`config.mk`:
```
export PLATFORM = sky130hd
export DESIGN_NAME = coef_bank_file
export DESIGN_NICKNAME = d
export VERILOG_FILES = /design/src/rtl/coef_pkg.sv /design/src/rtl/coef_strobe_sync.sv /design/src/rtl/coef_load_seq.sv /design/src/rtl/coef_bank_store.sv /design/src/rtl/coef_out_mux.sv /design/src/rtl/coef_bank_file.sv
export SDC_FILE = /design/constraint.sdc
export NUM_CORES = 1
export LEC_CHECK = 0
export ABC_AREA = 1
export BUFFER_PORTS_ARGS = -buffer_cell sky130_fd_sc_hd__buf_2
export CAP_MARGIN = 40
export CORE_MARGIN = 4
export CORE_UTILIZATION = 37
export CTS_CLUSTER_DIAMETER = 200
export DETAILED_ROUTE_END_ITERATION = 8
export PLACE_DENSITY = 0.6
export SETUP_SLACK_MARGIN = 0.2
export SLEW_MARGIN = 20
export SYNTH_ARGS = -nofsm -noshare
export SYNTH_HDL_FRONTEND = slang
export SYNTH_HIERARCHICAL = 1
export SYNTH_SLANG_ARGS = --single-unit
```
`constraint.sdc`:
```
create_clock -name clk -period 6.3 [get_ports clk]
set_input_delay 1.26 -clock clk [delete_from_list [all_inputs] [get_ports clk]]
set_output_delay 1.26 -clock clk [all_outputs]
set_load 0.03 [all_outputs]
```
`src/rtl/coef_pkg.sv`:
```
package coef_pkg;
  localparam int COEF_W  = 8;
  localparam int TAP_N   = 9;
  localparam int ADDR_W  = 3;
  localparam int BANK_N  = 2;
  localparam logic [ADDR_W-1:0] BANK_BASE = 3'd5;
  localparam int SYNC_STAGES = 2;
endpackage

```
`src/rtl/coef_strobe_sync.sv`:
```
module coef_strobe_sync #(
  parameter int STAGES = coef_pkg::SYNC_STAGES
) (
  input  logic clk,
  input  logic rst_n,
  input  logic cs_n,
  input  logic ld_n,
  output logic wr_pulse
);
  logic [STAGES-1:0] sync_q, sync_d;
  logic              held_q, held_d;
  logic              both_low;

  assign both_low = ~cs_n & ~ld_n;

  always_comb begin
    sync_d = {sync_q[STAGES-2:0], both_low};
    held_d = sync_q[STAGES-1];
  end

  always_ff @(posedge clk or negedge rst_n) begin
    if (!rst_n) begin
      sync_q <= '0;
      held_q <= 1'b0;
    end else begin
      sync_q <= sync_d;
      held_q <= held_d;
    end
  end

  // falling edge of the synchronized "both low" condition
  assign wr_pulse = held_q & ~sync_q[STAGES-1];

  assert_single_pulse_R7: assert property (@(posedge clk) disable iff (!rst_n)
    wr_pulse |=> !wr_pulse);
endmodule

```
`src/rtl/coef_load_seq.sv`:
```
module coef_load_seq #(
  parameter int ADDR_W = coef_pkg::ADDR_W,
  parameter int TAP_N  = coef_pkg::TAP_N,
  parameter int BANK_N = coef_pkg::BANK_N,
  parameter logic [ADDR_W-1:0] BANK_BASE = coef_pkg::BANK_BASE,
  localparam int IDX_W = $clog2(TAP_N + 1),
  localparam int SEL_W = (BANK_N > 1) ? $clog2(BANK_N) : 1
) (
  input  logic              clk,
  input  logic              rst_n,
  input  logic              wr_pulse,
  input  logic [ADDR_W-1:0] wr_addr,
  output logic [BANK_N-1:0] bank_we,
  output logic [IDX_W-1:0]  wr_slot,
  output logic [SEL_W-1:0]  act_sel
);
  logic [ADDR_W-1:0] last_q, last_d;
  logic              seen_q, seen_d;
  logic [IDX_W-1:0]  idx_q, idx_d;
  logic [SEL_W-1:0]  act_q, act_d;
  logic [BANK_N-1:0] hit_vec;
  logic              any_hit, same_addr, room;
  logic [SEL_W-1:0]  hit_sel;
  logic [IDX_W-1:0]  eff_idx;

  for (genvar b = 0; b < BANK_N; b++) begin : g_hit
    assign hit_vec[b] = (wr_addr == BANK_BASE + ADDR_W'(b));
  end

  always_comb begin
    hit_sel = '0;
    for (int b = 0; b < BANK_N; b++)
      if (hit_vec[b]) hit_sel = SEL_W'(b);
  end

  assign any_hit   = |hit_vec;
  assign same_addr = seen_q && (wr_addr == last_q);
  assign eff_idx   = same_addr ? idx_q : '0;
  assign room      = eff_idx < IDX_W'(TAP_N);

  always_comb begin
    last_d = last_q;
    seen_d = seen_q;
    idx_d  = idx_q;
    act_d  = act_q;
    if (wr_pulse) begin
      last_d = wr_addr;
      seen_d = 1'b1;
      if (any_hit) begin
        act_d = hit_sel;
        idx_d = room ? eff_idx + IDX_W'(1) : eff_idx;
      end else begin
        idx_d = '0;
      end
    end
  end

  always_ff @(posedge clk or negedge rst_n) begin
    if (!rst_n) begin
      last_q <= '0;
      seen_q <= 1'b0;
      idx_q  <= '0;
      act_q  <= '0;
    end else begin
      last_q <= last_d;
      seen_q <= seen_d;
      idx_q  <= idx_d;
      act_q  <= act_d;
    end
  end

  assign bank_we = (wr_pulse && room) ? hit_vec : '0;
  assign wr_slot = eff_idx;
  assign act_sel = act_q;

  assert_idx_bound_R4: assert property (@(posedge clk) disable iff (!rst_n)
    idx_q <= IDX_W'(TAP_N));
  assert_restart_at_a_R5: assert property (@(posedge clk) disable iff (!rst_n)
    (wr_pulse && any_hit && !same_addr) |=> (idx_q == IDX_W'(1)));
  assert_other_addr_keeps_sel_R6: assert property (@(posedge clk) disable iff (!rst_n)
    (wr_pulse && !any_hit) |=> $stable(act_q));
  assert_sel_moves_on_write_R3: assert property (@(posedge clk) disable iff (!rst_n)
    !wr_pulse |=> $stable(act_q));
endmodule

```
`src/rtl/coef_bank_store.sv`:
```
module coef_bank_store #(
  parameter int COEF_W = coef_pkg::COEF_W,
  parameter int TAP_N  = coef_pkg::TAP_N,
  parameter int BANK_N = coef_pkg::BANK_N,
  localparam int IDX_W  = $clog2(TAP_N + 1),
  localparam int BANK_W = COEF_W * TAP_N
) (
  input  logic                     clk,
  input  logic                     rst_n,
  input  logic [BANK_N-1:0]        bank_we,
  input  logic [IDX_W-1:0]         wr_slot,
  input  logic [COEF_W-1:0]        wr_data,
  output logic [BANK_N*BANK_W-1:0] bank_flat
);
  for (genvar b = 0; b < BANK_N; b++) begin : g_bank
    for (genvar t = 0; t < TAP_N; t++) begin : g_tap
      logic [COEF_W-1:0] tap_q, tap_d;
      logic              tap_en;

      assign tap_en = bank_we[b] && (wr_slot == IDX_W'(t));

      always_comb begin
        tap_d = tap_q;
        if (tap_en) tap_d = wr_data;
      end

      always_ff @(posedge clk or negedge rst_n) begin
        if (!rst_n) tap_q <= '0;
        else        tap_q <= tap_d;
      end

      assign bank_flat[b*BANK_W + t*COEF_W +: COEF_W] = tap_q;
    end

    assert_idle_bank_holds_R8: assert property (@(posedge clk) disable iff (!rst_n)
      !bank_we[b] |=> $stable(bank_flat[b*BANK_W +: BANK_W]));
  end
endmodule

```
`src/rtl/coef_out_mux.sv`:
```
module coef_out_mux #(
  parameter int COEF_W = coef_pkg::COEF_W,
  parameter int TAP_N  = coef_pkg::TAP_N,
  parameter int BANK_N = coef_pkg::BANK_N,
  localparam int BANK_W = COEF_W * TAP_N,
  localparam int SEL_W  = (BANK_N > 1) ? $clog2(BANK_N) : 1
) (
  input  logic [BANK_N*BANK_W-1:0] bank_flat,
  input  logic [SEL_W-1:0]         act_sel,
  output logic [BANK_W-1:0]        coef_out
);
  always_comb begin
    coef_out = bank_flat[BANK_W-1:0];
    for (int b = 0; b < BANK_N; b++)
      if (act_sel == SEL_W'(b)) coef_out = bank_flat[b*BANK_W +: BANK_W];
  end
endmodule

```
`src/rtl/coef_bank_file.sv`:
```
module coef_bank_file #(
  parameter int COEF_W = coef_pkg::COEF_W,
  parameter int TAP_N  = coef_pkg::TAP_N,
  parameter int ADDR_W = coef_pkg::ADDR_W,
  parameter int BANK_N = coef_pkg::BANK_N,
  parameter logic [ADDR_W-1:0] BANK_BASE = coef_pkg::BANK_BASE,
  localparam int IDX_W  = $clog2(TAP_N + 1),
  localparam int SEL_W  = (BANK_N > 1) ? $clog2(BANK_N) : 1,
  localparam int BANK_W = COEF_W * TAP_N
) (
  input  logic              clk,
  input  logic              rst_n,
  input  logic [ADDR_W-1:0] wr_addr,
  input  logic [COEF_W-1:0] wr_data,
  input  logic              cs_n,
  input  logic              ld_n,
  output logic [BANK_W-1:0] coef_out
);
  logic [1:0]               rst_sync_q;
  logic                     rst_int_n;
  logic                     wr_pulse;
  logic [BANK_N-1:0]        bank_we;
  logic [IDX_W-1:0]         wr_slot;
  logic [SEL_W-1:0]         act_sel;
  logic [BANK_N*BANK_W-1:0] bank_flat;

  always_ff @(posedge clk or negedge rst_n) begin
    if (!rst_n) rst_sync_q <= 2'b00;
    else        rst_sync_q <= {rst_sync_q[0], 1'b1};
  end
  assign rst_int_n = rst_sync_q[1];

  coef_strobe_sync u_sync (
    .clk(clk), .rst_n(rst_int_n), .cs_n(cs_n), .ld_n(ld_n), .wr_pulse(wr_pulse)
  );

  coef_load_seq #(.ADDR_W(ADDR_W), .TAP_N(TAP_N), .BANK_N(BANK_N), .BANK_BASE(BANK_BASE)) u_seq (
    .clk(clk), .rst_n(rst_int_n), .wr_pulse(wr_pulse), .wr_addr(wr_addr),
    .bank_we(bank_we), .wr_slot(wr_slot), .act_sel(act_sel)
  );

  coef_bank_store #(.COEF_W(COEF_W), .TAP_N(TAP_N), .BANK_N(BANK_N)) u_store (
    .clk(clk), .rst_n(rst_int_n), .bank_we(bank_we), .wr_slot(wr_slot),
    .wr_data(wr_data), .bank_flat(bank_flat)
  );

  coef_out_mux #(.COEF_W(COEF_W), .TAP_N(TAP_N), .BANK_N(BANK_N)) u_mux (
    .bank_flat(bank_flat), .act_sel(act_sel), .coef_out(coef_out)
  );

  assert_one_bank_written_R3: assert property (@(posedge clk) disable iff (!rst_int_n)
    $onehot0(bank_we));
endmodule

```
# --- Yosys cells after proc, flatten, opt, wreduce, memory -nomap -nowiden ---
# Cells that the tools add are included.
classes:
  n_eq_ne: 11
  reduce_logical: 23
  add_sub_neg: 1
  magnitude_cmp: 1
  muxes: 6
  bitwise_logic: 5
ops:
  columns: ["cell", "n"]
  rows:
  - ["$mux 72", 1]
  - ["$logic_and 1x1->1", 20]
  - ["$eq 4x3->1 const B", 4]
  - ["$mux 4", 3]
  - ["$eq 4x2->1 const B", 2]
  - ["$eq 3x3->1 const B", 2]
  - ["$add 4x1->4 const B", 1]
  - ["$eq 4x1->1 const B", 1]
  - ["$eq 4x4->1 const B", 1]
  - ["$logic_not 4->1", 1]
  - ["$lt 4x4->1 const B", 1]
  - ["$eq 3x3->1", 1]
  - ["$not 1->1", 3]
  - ["$and 1x1->1", 2]
  - ["$mux 2", 1]
  - ["$reduce_and 2->1", 1]
  - ["$reduce_or 2->1", 1]
  - ["$mux 1", 1]
word_totals:
  input_bits: 15
  ff_bits: 158
  wordCells: 72
  output_inout_bits: 72

# --- Longest topological paths before layout ---
# Gate-level depths: netlist of the first run.
depth:
  word_depth: 7
  mapped_depth: 17
  ltp_nobuf: 15

# --- Modules after synthesis ---
# Netlist of the first run, hierarchy kept.
modules_own_cells:
  columns: ["module", "cells_each", "area_each_um2", "instances"]
  rows:
  - ["coef_bank_store", 670, 6079.6, 1]
  - ["coef_out_mux", 232, 947.2, 1]
  - ["coef_load_seq", 79, 588.1, 1]
  - ["coef_strobe_sync", 6, 88.8, 1]
  - ["coef_bank_file", 3, 53.8, 1]

# --- Worst setup path after synthesis of the first run ---
# Ideal clock, no wire load.
synth_timing:
  kind: "input-to-reg"
  start: "in wr_addr[0]"
  end: "reg u_store.g_bank[1].g_tap[0].tap_q[0]"
  cell_stages: 17
  required_time_ps: 6182
  path_slack_ps: 3119
  t_arrival_ps: 3063
  n_path_buf: 3
  cell_sequence: "inv_2 nand2_1 nand2_4 nor2_4 nand2_4 nor2_4 inv_2 ha_1 nand2_1 nand4_2 inv_1 nor2_1 buf_4 buf_2 buf_1 nand4_1 nand2_1"
synth_between:
  elab_chain_cells: 7
  elab_cells_between_ends: 9
  cone_classes: "1 x order compare; 2 x eq/ne; 2 x mux; 4 x reduce/logical"
synth_rtl:
  columns: ["item", "line", "source"]
  rows:
  - ["start, declared", "coef_bank_file.sv:13", "input logic [ADDR_W-1:0] wr_addr,"]
  - ["$eq 3x3->1", "coef_load_seq.sv:37", "assign same_addr = seen_q && (wr_addr == last_q);"]
  - ["$logic_and 1x1->1", "coef_load_seq.sv:37", null]
  - ["$mux 4", "coef_load_seq.sv:38", "assign eff_idx = same_addr ? idx_q : '0;"]
  - ["via wr_slot[1]", "coef_bank_file.sv:23", "logic [IDX_W-1:0] wr_slot;"]
  - ["$lt 4x4->1", "coef_load_seq.sv:39", "assign room = eff_idx < IDX_W'(TAP_N);"]
  - ["$logic_and 1x1->1", "coef_load_seq.sv:72", "assign bank_we = (wr_pulse && room) ? hit_vec : '0;"]
  - ["$mux 2", "coef_load_seq.sv:72", null]
  - ["via bank_we[1]", "coef_bank_file.sv:22", "logic [BANK_N-1:0] bank_we;"]
  - ["$logic_and 1x1->1", "coef_bank_store.sv:20", "assign tap_en = bank_we[b] && (wr_slot == IDX_W'(t));"]
  - ["end signal, assigned", "coef_bank_store.sv:29", "else tap_q <= tap_d;"]
  - ["end, declared", "coef_bank_store.sv:17", "logic [COEF_W-1:0] tap_q, tap_d;"]
# The timed path passes the listed nets, and every way through them passes these cells.
# A chain may end at the register's enable or synchronous reset.

# --- Worst setup path in the final report of the first run ---
layout_timing:
  start: "in wr_addr[0]"
  end: "reg u_store.g_bank[1].g_tap[5].tap_q[6]"
layout_between:
  elab_chain_cells: 7
  elab_cells_between_ends: 9
  cone_classes: "1 x order compare; 3 x eq/ne; 2 x mux; 3 x reduce/logical"
layout_rtl:
  columns: ["item", "line"]
  rows:
  - ["$eq 3x3->1", "coef_load_seq.sv:37"]
  - ["$logic_and 1x1->1", "coef_load_seq.sv:37"]
  - ["$mux 4", "coef_load_seq.sv:38"]
  - ["$lt 4x4->1", "coef_load_seq.sv:39"]
  - ["$logic_and 1x1->1", "coef_load_seq.sv:72"]
  - ["$mux 2 (*)", "coef_load_seq.sv:72"]
  - ["via bank_we[1]", "coef_bank_file.sv:22"]
  - ["$logic_and 1x1->1 (*)", "coef_bank_store.sv:20"]
  - ["end signal, assigned", "coef_bank_store.sv:29"]
  - ["end, declared", "coef_bank_store.sv:17"]
# The timed path passes the listed nets; every way through them passes the cells marked *.

==> flow_metrics.py, run 1 <==
metrics = {
    "layout": {
        "fillCellCount": 2084,
        "final_layout_size_suffix_gt1_frac": 0.157,
        "final-seq-area_sq_um": 3960,
        "nNetsFinal": 1053,
        "antenna_cells": 0,
        "multiInputGateArea_sq_um": 3300,
        "area_growth_pct": 15.1,
    },
    "hold_path": {
        "hp-class": "reg -> reg",
        "hold_depth": 0,
        "hold_path_end": "u_sync/sync_q[1]",
        "hp-start": "u_sync/sync_q[0]",
    },
    "detailed_routing": {
        "initialDrtViolationCount": 565,
        "vias": 6700,
        "ant_nets": 0,
        "wl_um": 21400,
        "wl_per_cell_um": 16.3,
        "remaining_drc_errors": 0,
        "viasPerCell": 5.08,
        "firstDrtPassIters": 5,
    },
    "floorplanning": {
        "die_x_um": 153,
        "die_h_um": 153,
        "ios": 87,
        "core_area_sq_um": 20400,
        "dieArea_sq_um": 23300,
        "rows": 52,
        "start_util": 0.380,
    },
    "yosys": {
        "synth-simple-area-share": 0.416,
        "syn_area_sq_um": 7760,
        "syn_nets": 1007,
        "synth_mux_area_frac": 0,
        "synthArstFlopShare": 1.00,
        "synth_top_family_by_area": "simple AND/OR/NAND/NOR gates",
        "synth_fa_ha_area_frac": 0.00323,
        "post_synth_num_cell_types": 27,
        "ys_seq_area_frac": 0.510,
        "syn_inst": 990,
        "synth_edf_count": 0,
        "yosys_warnings": 6,
        "yosysTopAreaCellShare": 0.510,
        "synth.area.top_cells": "dfrtp_1, nand2_1, nand4_1",
        "syn_avg_cell_area_sq_um": 7.84,
        "synth_ff_type": "dfrtp_1",
        "synth-seq-cells": 158,
        "synth_top_area_cell": "dfrtp_1",
        "synth_compound_gate_area_share": 0.00403,
        "synthXorXnorAreaFrac": 0,
    },
    "sta": {
        "setup_ws_ns": 2.73,
        "fin_crit_ns": 3.57,
        "slew_viol_final": 0,
        "slew_headroom": 0.492,
        "clock_skew_ns": 0.00773,
        "setup_tns_ns": 0,
        "hold_viol_final": 0,
        "tightest_slew_ns": 0.763,
        "max_freq_mhz": 280,
        "fin_crit_sh": 0.567,
        "rsz0062_at_grt": "no",
        "setup_viol": 0,
    },
    "critical_path": {
        "rr_worst_depth": 17,
        "r2r_start": "u_seq/last_q[1]",
        "r2r_slack_ns": 3.29,
        "crit_top_cell": "nand2_1",
        "crit_chain": "buf_2, inv_2, nand2_1, nand2_4, nor2_4, nand2_4, inv_1, nand2_1, ha_1, nand2_1, nand4_2, inv_1, nor2_4, buf_16, buf_4, nand3_1, nand2_1, nand2_1",
        "worstPathRequired_ns": 6.61,
        "startpoint_type": "input pin",
        "r2r_end": "u_store/g_bank[1].g_tap[5].tap_q[6]",
        "slowest_delay_ns": 0.40,
        "slowest_stage": "buf_4",
        "critPathArrivalTime_ns": 3.88,
        "setup.worst_path.end_class": "flip-flop",
        "path_class": "in -> reg",
        "worstPathMaxFanout": 36,
    },
    "clock_network": {
        "numCtsBuffers": 17,
        "ctsHoldBuffers": 0,
        "clkTransAtPathRegs_ns": 0.06,
        "htreeDepth": 4,
        "cts_tree": "yes",
        "worstSkewPairLatency_ns": 0.43,
        "cts_setup_buffers": 0,
        "cts_root_buf": "clkbuf_16",
        "clockBufferDepth": 2,
        "cts_resized": 0,
        "cts_sinks": 158,
    },
    "outcome": {
        "status": "finished, final reports clean",
    },
    "grt": {
        "antenna_found_initial": 0,
        "grt.overflow.total": 0,
        "grt_pass1_wl_um": 35000,
        "grt_max_degree": 82,
        "grt_pass1_vias": 6455,
        "grt_use_total": 0.185,
    },
    "pwr": {
        "ir_drop_uv": 175,
        "leakagePower_uw": 0.00507,
        "p_sw_frac": 0.256,
        "p_switching_uw": 633,
        "power_uw": 2470,
        "seq_power_share": 0.433,
        "p_per_area_nw_per_um2": 277,
        "pwr-share-comb": 0.105,
        "pwr-share-clk": 0.462,
        "p_int_uw": 1840,
    },
    "placement": {
        "hpwl_um": 12600,
        "gp_congestion": 0.797,
        "pre_cts_slack_ns": 2.09,
        "io_buffer_count": 86,
    },
    "job": {
        "cap_violations": 0,
    },
}
[worst max path at each step]
| stage | start | to | slack [ns] | cells past startpoint |
|---|---|---|---|---|
| after floorplan | rst_sync_q[1] | u_seq/act_sel | 1.57 | 0 |
| after global placement | wr_addr[0] | u_store/g_bank[1].g_tap[5].tap_q[7] | 2.21 | 17 |
| after detailed placement | wr_addr[0] | u_store/g_bank[1].g_tap[6].tap_q[6] | 2.09 | 17 |
| after CTS | wr_addr[0] | u_store/g_bank[1].g_tap[5].tap_q[6] | 2.51 | 17 |
| after global routing | wr_addr[1] | u_store/g_bank[1].g_tap[6].tap_q[0] | 2.51 | 17 |
| final | wr_addr[0] | u_store/g_bank[1].g_tap[5].tap_q[6] | 2.73 | 18 |
[synthesized netlist by cell type (4+ instances only)]
library cell  instances
nand2_1             533
clkbuf_1             22
nor2_1                6
inv_2                 4
buf_4                13
nand3_1              69
buf_2                27
dfrtp_1             158
nand4_1              96
buf_6                10
inv_1                17
nor2_4               10
nor2_2                4
[power groups by stage]
stage	clock network, uW	logic [uW]	registers, uW
2_1_floorplan	0	196	1090
3_3_place_gp	0	251	1090
3_5_place_dp	0	254	1090
4_1_cts	1160	253	1070
5_1_grt	1210	288	1070
6_report	1140	261	1070
[cell usage in the layout (no fill, tap or decap), types with 5 or more instances in the layout]
| cell type | count |
|---|---|
| nand2_1 | 533 |
| dfrtp_1 | 156 |
| nand4_1 | 96 |
| buf_2 | 86 |
| nand3_1 | 69 |
| clkbuf_16 | 17 |
| inv_1 | 17 |
| buf_4 | 11 |
| nor2_4 | 11 |
| bufinv_16 | 5 |
| nor2_2 | 5 |
[sequential cells by signal, summed over array words and instances (netlist names)]
signal,count
u_seq/seen_q,1
u_sync/held_q,1
u_seq/idx_q,4
u_seq/last_q,3
rst_sync_q,2
u_store/g_bank.g_tap.tap_q,144
u_seq/act_sel,1
u_sync/sync_q,2
[worst max-delay path: cells and delay by family]
family | cells | cell delay, ns
simple gates | 11 | 1.51
buf+inv | 6 | 0.95
fa+ha+maj | 1 | 0.15
[layer usage]
metal | up-vias | share of wire | global-route usage
li1 | 3292 | - | -
met1 | 3217 | 0.46 | 0.259
met2 | 171 | 0.47 | 0.292
met3 | 20 | 0.054 | 0.0406
met4 | 0 | 0.012 | 0.0513
met5 | - | 0 | 0
[layout make-up]
cell class	count	share of cell area
Clock buffer	21	0.0527
Tap cell	270	0.0378
Clock inverter	10	0.0206
Inverter	22	0.00981
Multi-Input combinational cell	737	0.370
Timing Repair Buffer	100	0.0659
Sequential cell	158	0.444
[per-stage QoR]
stage                     hold WS, ns  area [sq um]   util  cells
final                           0.346          8930  0.437   1318
after global routing            0.359          8930  0.437   1318
after CTS                       0.350          8850  0.433   1315
after detailed placement        0.336          8200  0.401   1284
after global placement          0.332          8200  0.401   1284
after floorplan                 0.331          7760      -    990
[kinds of logic (layout without fill, tap and decap cells)]
family	count (synthesis)	after routing
compound gates	5	5
fa+ha+maj	2	2
flops	158	158
other cells	1	1
simple gates	729	729
buf+inv	95	153
No activity file was read; power rests on OpenSTA's default activity.
==> run 2, diff against run 1 <==
==> constraint.sdc (replaced) <==
create_clock -name clk -period 3.55 [get_ports clk]
set_input_delay 0.71 -clock clk [delete_from_list [all_inputs] [get_ports clk]]
set_output_delay 0.71 -clock clk [all_outputs]
set_load 0.03 [all_outputs]
==> run 2 against run 1 <==
Net effect: critical path depth decreased by 1; setup slack got worse by 1.9 ns; non-clock buffer count increased by 8; sequential power increased by 78%; register-to-register slack got worse by 2.5 ns; clock skew increased by 0.0024 ns; clock-buffer cell count increased by 2; final area increased by 0.50%; hold slack got worse by 0.28 ns; first-iteration DRC count increased by 2.7%; sequential share of layout area decreased by 0.22 points; critical path type unchanged; largest cell class unchanged.
==> flow_metrics.py, run 2 (synthesis gave the netlist of run 1 again) <==
metrics = {
    "layout": {
        "final-seq-area_sq_um": 3960,
        "largest_reg_flops": 144,
        "nNetsFinal": 1061,
        "antenna_cells": 0,
        "largestRegisters": "u_store/g_bank.g_tap.tap_q: 144 flops, u_seq/idx_q: 4 flops, u_seq/last_q: 3 flops",
        "layout_commonest_cell": "nand2_1",
        "final_cell_mix": "nand2_1, dfrtp_1, nand4_1",
        "final_layout_size_suffix_gt1_frac": 0.163,
        "top_register": "u_store/g_bank.g_tap.tap_q",
        "area_growth_pct": 15.6,
        "fin_area_sq_um": 8970,
        "multiInputGateArea_sq_um": 3300,
        "fillCellCount": 2061,
    },
    "detailed_routing": {
        "wl_per_cell_um": 16.1,
        "remaining_drc_errors": 0,
        "wl_um": 21400,
        "ant_nets": 0,
        "firstDrtPassIters": 7,
        "viasPerCell": 5.02,
        "vias": 6655,
        "initialDrtViolationCount": 580,
    },
    "pwr": {
        "seq_power_share": 0.437,
        "p_per_area_nw_per_um2": 484,
        "pwr-share-comb": 0.105,
        "p_int_uw": 3210,
        "pwr-share-clk": 0.459,
        "p_sw_frac": 0.262,
        "ir_drop_uv": 373,
        "p_switching_uw": 1140,
        "leakagePower_uw": 0.00510,
    },
    "critical_path": {
        "path_class": "in -> reg",
        "worstPathRequired_ns": 3.85,
        "setup.worst_path.end_class": "flip-flop",
        "critPathArrivalTime_ns": 3.04,
        "startpoint_type": "input pin",
        "r2r_slack_ns": 0.83,
        "worstPathMaxFanout": 81,
    },
    "clock_network": {
        "cts_setup_buffers": 0,
        "cts_resized": 0,
        "ctsHoldBuffers": 0,
        "cts_root_buf": "clkbuf_16",
        "clkTransAtPathRegs_ns": 0.06,
        "numCtsBuffers": 17,
        "worstSkewPairLatency_ns": 0.42,
        "htreeDepth": 4,
        "clockBufferDepth": 2,
        "cts_sinks": 158,
        "cts_tree": "yes",
    },
    "grt": {
        "grt_pass1_vias": 6523,
        "grt_max_degree": 82,
        "antenna_found_initial": 0,
        "grt_pass1_wl_um": 35000,
        "grt_use_total": 0.184,
        "grt.overflow.total": 0,
    },
    "hold_path": {
        "hp-class": "in -> async",
    },
    "sta": {
        "rsz0062_at_grt": "no",
        "fin_crit_sh": 0.772,
        "fin_crit_ns": 2.74,
        "slew_headroom": 0.437,
        "clock_skew_ns": 0.0101,
        "setup_viol": 0,
        "setup_tns_ns": 0,
        "setup_ws_ns": 0.811,
        "tightest_slew_ns": 0.844,
        "hold_viol_final": 0,
        "slew_viol_final": 0,
        "hold-worst-slack_ns": 0.0629,
        "max_freq_mhz": 365,
    },
    "placement": {
        "dpl-instance-area_sq_um": 8330,
        "pre_cts_slack_ns": 0.439,
        "io_buffer_count": 86,
        "hpwl_um": 12700,
        "gp_congestion": 0.768,
    },
    "floorplanning": {
        "rows": 52,
        "dieArea_sq_um": 23300,
        "die_x_um": 153,
        "ios": 87,
        "die_h_um": 153,
        "core_area_sq_um": 20400,
        "start_util": 0.380,
    },
    "outcome": {
        "status": "finished, final reports clean",
    },
    "job": {
        "cap_violations": 0,
    },
}
## run 2: cell count changes in the layout (fill, tap and decap cells not counted), sizes merged
cell      change
buf           +8
bufinv        -1
clkbuf        +2
clkinvlp      +1
inv           -1
## run 2: power groups by stage
stage	Clock, uW	Combinational, uW	Sequential, uW
5_1_grt	2110	505	1900
3_5_place_dp	0	461	1930
2_1_floorplan	0	347	1940
3_3_place_gp	0	460	1930
6_report	1990	454	1900
4_1_cts	2030	462	1900
## run 2: path summary, 6_finish.rpt
| check | start | end | cells after the start |
|---|---|---|---|
| setup / recovery | wr_addr[0] | u_store/g_bank[0].g_tap[1].tap_q[6] | 17 |
| hold / removal | rst_n | rst_sync_q[1] | 1 |
| setup reg to reg | u_seq/last_q[2] | u_store/g_bank[0].g_tap[1].tap_q[6] | 16 |
| hold reg to reg | rst_sync_q[1] | u_store/g_bank[1].g_tap[5].tap_q[3] | 0 |
| max in group asynchronous | rst_sync_q[1] | u_store/g_bank[1].g_tap[0].tap_q[1] | 1 |
| min in group clk | u_sync/sync_q[0] | u_sync/sync_q[1] | 0 |
## run 2: final cells by class
cell class	instances	share of cell area
sequential	158	0.441
multi-input combinational	737	0.368
clock buffer	23	0.0544
clock inverter	9	0.0174
tap	270	0.0377
timing repair buffer	108	0.0720
inverter	22	0.00976
## run 2: critical path, cell delays in order
cell	delay (ns)
buf_2	0.11
inv_2	0.06
nand2_1	0.08
nand2_4	0.07
nor2_4	0.05
nand2_4	0.09
inv_1	0.05
nand2_1	0.09
ha_1	0.15
nand2_1	0.06
nand4_2	0.15
inv_1	0.11
nor3_2	0.20
buf_12	0.33
nand3_1	0.39
nand2_1	0.16
nand2_1	0.06
## run 2: through the flow
stage | util | cells | total power (uW)
floorplan | - | 990 | 2290
global placement | 0.408 | 1295 | 2390
detailed placement | 0.408 | 1295 | 2390
CTS | 0.439 | 1327 | 4390
global route | 0.439 | 1327 | 4520
finish | 0.439 | 1327 | 4340
## run 2: layer usage
layer,up-vias,part of all wire,GRT usage
li1,3296,-,-
met1,3134,0.46,0.258
met2,211,0.47,0.299
met3,14,0.059,0.0372
met4,0,0.010,0.0365
met5,-,0,0
==> run 3, diff against run 2 <==
--- a/config.mk
+++ b/config.mk
@@ -5,7 +5,7 @@
 export SDC_FILE = /design/constraint.sdc
 export NUM_CORES = 1
 export LEC_CHECK = 0
-export ABC_AREA = 1
+export ABC_AREA = 0
 export BUFFER_PORTS_ARGS = -buffer_cell sky130_fd_sc_hd__buf_2
 export CAP_MARGIN = 40
 export CORE_MARGIN = 4
==> constraint.sdc (replaced) <==
create_clock -name clk -period 2.8 [get_ports clk]
set_input_delay 0.56 -clock clk [delete_from_list [all_inputs] [get_ports clk]]
set_output_delay 0.56 -clock clk [all_outputs]
set_load 0.03 [all_outputs]
==> run 3 against run 2 <==
Net effect: the flow now finishes with violations (negative setup slack); hold slack better by 0.22 ns; critical path depth is 5 lower; synthesized cell count is 52% lower; first-iteration DRC count is 68% lower; sequential power is 27% higher; utilization is 4.4 points higher; via count is 35% lower; critical path type is now reg -> reg; clock power is 19% higher; wire length is 22% lower; highest routed layer unchanged.
==> flow_metrics.py, run 3 <==
metrics = {
    "yosys": {
        "synth_mux_area_frac": 0.367,
        "ys_seq_area_frac": 0.534,
        "yosysTopAreaCellShare": 0.534,
        "post_synth_num_cell_types": 38,
        "syn_inst": 477,
        "synth_common_cells": "dfrtp_1, mux2_2, mux2_4, clkbuf_1, nand2_2",
        "syn_avg_cell_area_sq_um": 15.5,
        "yosys_warnings": 6,
        "synth.area.top_cells": "dfrtp_1, mux2_2, mux2_4",
        "synth-seq-cells": 158,
        "synth_top_area_cell": "dfrtp_1",
        "synth_top_family_by_area": "multiplexers",
        "syn_nets": 494,
        "synth_edf_count": 0,
        "synth_compound_gate_area_share": 0.0118,
        "synthArstFlopShare": 1.00,
        "synth_fa_ha_area_frac": 0.00338,
        "yosysMostFrequentCell": "dfrtp_1",
        "syn_area_sq_um": 7400,
        "synth_ff_type": "dfrtp_1",
        "synthXorXnorAreaFrac": 0.00473,
        "synth-simple-area-share": 0.0441,
    },
    "critical_path": {
        "path_buf_inv": 2,
        "path_class": "reg -> reg",
        "worstPathMaxFanout": 8,
        "slowest_stage": "dfrtp_1",
        "worstPathRequired_ns": 3.10,
        "cpLargestDelayFamily": "simple AND/OR/NAND/NOR gates",
        "slowest_delay_ns": 0.40,
        "setup.worst_path.end_class": "flip-flop",
        "crit_start": "u_seq/last_q[2]",
        "crit_chain": "xnor2_1, and4_4, and2_4, inv_2, ha_4, or2b_4, and3_4, nor4b_4, nor3b_4, nor2b_4, buf_8, mux2_4",
        "r2r_start": "u_seq/last_q[2]",
        "critPathArrivalTime_ns": 3.17,
        "startpoint_type": "flip-flop",
    },
    "placement": {
        "gp_congestion": 0.796,
        "hpwl_um": 11000,
        "io_buffer_count": 86,
        "dp_cells": 835,
    },
    "floorplanning": {
        "die_h_um": 149,
        "core_area_sq_um": 19600,
        "die_x_um": 149,
        "dieArea_sq_um": 22300,
        "ios": 87,
        "start_util": 0.378,
        "rows": 51,
    },
    "layout": {
        "final_cells": 871,
        "final_layout_size_suffix_gt1_frac": 0.662,
        "layout_commonest_cell": "dfrtp_1",
        "largestRegisters": "u_store/g_bank.g_tap.tap_q: 144 flops, u_seq/idx_q: 4 flops, u_seq/last_q: 3 flops",
        "final-seq-area_sq_um": 3960,
        "multiInputGateArea_sq_um": 3690,
        "antenna_cells": 0,
        "nNetsFinal": 610,
        "top_register": "u_store/g_bank.g_tap.tap_q",
        "area_growth_pct": 27.8,
        "finish.utilization": 0.483,
        "final_cell_mix": "dfrtp_1, mux2_4, buf_2",
        "largest_reg_flops": 144,
        "fillCellCount": 1693,
    },
    "pwr": {
        "leakagePower_uw": 0.00495,
        "ir_drop_uv": 400,
        "p_per_area_nw_per_um2": 551,
        "power_uw": 5210,
    },
    "clock_network": {
        "worstSkewPairLatency_ns": 0.42,
        "clkTransAtPathRegs_ns": 0.06,
        "cts_root_buf": "clkbuf_16",
        "numCtsBuffers": 17,
        "cts_sinks": 158,
        "cts_tree": "yes",
        "htreeDepth": 4,
        "clockBufferDepth": 2,
    },
    "grt": {
        "grt_use_total": 0.157,
        "global_route.usage.met3": 0.0363,
        "busiest_layer": "met2",
        "grt_pass1_wl_um": 27000,
        "grtUsageMet1": 0.210,
        "antenna_found_initial": 0,
        "grt.overflow.total": 0,
        "grt_max_degree": 57,
        "gr-usage-met2": 0.257,
        "grt_pass1_vias": 4780,
    },
    "sta": {
        "hold_viol_final": 0,
        "clock_skew_ns": 0.0125,
        "max_freq_mhz": 348,
        "fin_crit_ns": 2.87,
        "hold-worst-slack_ns": 0.281,
        "fin_crit_sh": 1.03,
        "setup_ws_ns": -0.0741,
        "setup_viol": 66,
        "rsz0062_at_grt": "yes",
        "tightest_slew_ns": 0.530,
        "slew_viol_final": 0,
        "slew_headroom": 0.642,
    },
    "detailed_routing": {
        "wl_um": 16700,
        "vias": 4293,
        "viasPerCell": 4.93,
        "firstDrtPassIters": 4,
        "ant_nets": 0,
        "initialDrtViolationCount": 185,
        "remaining_drc_errors": 0,
        "wl_per_cell_um": 19.1,
    },
    "hold_path": {
        "hp-start": "cs_n",
        "hp-class": "in -> reg",
    },
    "outcome": {
        "violations": "negative setup slack",
        "status": "finished with violations",
    },
    "job": {
        "cap_violations": 0,
    },
}
-- run 3: cell types whose count changed after synthesis, sizes merged, moves of 10 or more --
| cell | delta |
|---|---|
| nand2 | -524 |
| mux2 | +218 |
| nand4 | -97 |
| nand3 | -72 |
| buf | -36 |
| inv | -15 |
| clkbuf | -14 |
| nor2 | -10 |
-- run 3: stage by stage --
stage	instance area, sq um	setup TNS, ns	setup WS, ns
6_report	9460	-1.34	-0.0741
2_1_floorplan	7560	-39.69	-0.464
5_1_grt	9460	-15.12	-0.156
3_3_place_gp	8400	-35.99	-0.355
4_1_cts	9460	-1.30	-0.0477
3_5_place_dp	8400	-42.56	-0.421
-- run 3: logic make-up (layout without fill, tap and decap cells) --
kind of cell,count (synthesis),in the layout
muxes,218,218
DFF,158,158
and+or+nand+nor,51,51
buffers and inverters,30,159
AOI/OAI and AO/OA,13,13
xor gates and xnor gates,4,4
adders and majority gates,2,2
other,1,1
-- run 3: power by group --
group / switching, uW / leakage, uW / internal [uW]
clock: 924 / 0.000289 / 1440
combinational: 246 / 0.00251 / 193
sequential: 54.6 / 0.00216 / 2360
-- run 3: layout make-up --
class | count | share of cell area
clock buffer | 20 | 0.0472
inverter | 7 | 0.00278
multi-input combinational | 289 | 0.390
timing repair buffer | 120 | 0.0898
tap | 265 | 0.0350
clock inverter | 12 | 0.0169
sequential | 158 | 0.419
-- run 3: final timing paths --
| path | cells past startpoint | end | slack, ns |
|---|---|---|---|
| max in group asynchronous | 1 | u_store/g_bank[0].g_tap[5].tap_q[4] | 1.78 |
| hold reg to reg | 0 | u_store/g_bank[0].g_tap[6].tap_q[5] | 0.30 |
| setup reg to reg | 12 | u_store/g_bank[0].g_tap[3].tap_q[1] | -0.07 |
| min in group asynchronous | 0 | u_store/g_bank[0].g_tap[6].tap_q[5] | 0.30 |
| setup / recovery | 12 | u_store/g_bank[0].g_tap[3].tap_q[1] | -0.07 |
| hold / removal | 2 | u_sync/sync_q[0] | 0.28 |
-- run 3: worst register-to-register path, cell delays in order (launching register included) --
cell	delay (ns)
dfrtp_1	0.40
xnor2_1	0.14
and4_4	0.19
and2_4	0.14
inv_2	0.06
ha_4	0.11
or2b_4	0.25
and3_4	0.19
nor4b_4	0.31
nor3b_4	0.27
nor2b_4	0.21
buf_8	0.17
mux2_4	0.31
-- run 3: what timing repair did --
action,CTS,global route
buffers inserted,2,1
hold buffers,1,0
endpoints found under the setup margin,175,144
endpoints found under the hold margin,2,0
gates resized for setup,98,0
pin swaps,11,8
-- run 3: metal layers --
| layer | up-vias | routed length (um) |
|---|---|---|
| met5 | - | 0 |
| met4 | 0 | 154 |
| met3 | 12 | 651 |
| met2 | 79 | 8260 |
| met1 | 2267 | 7610 |
| li1 | 1935 | - |
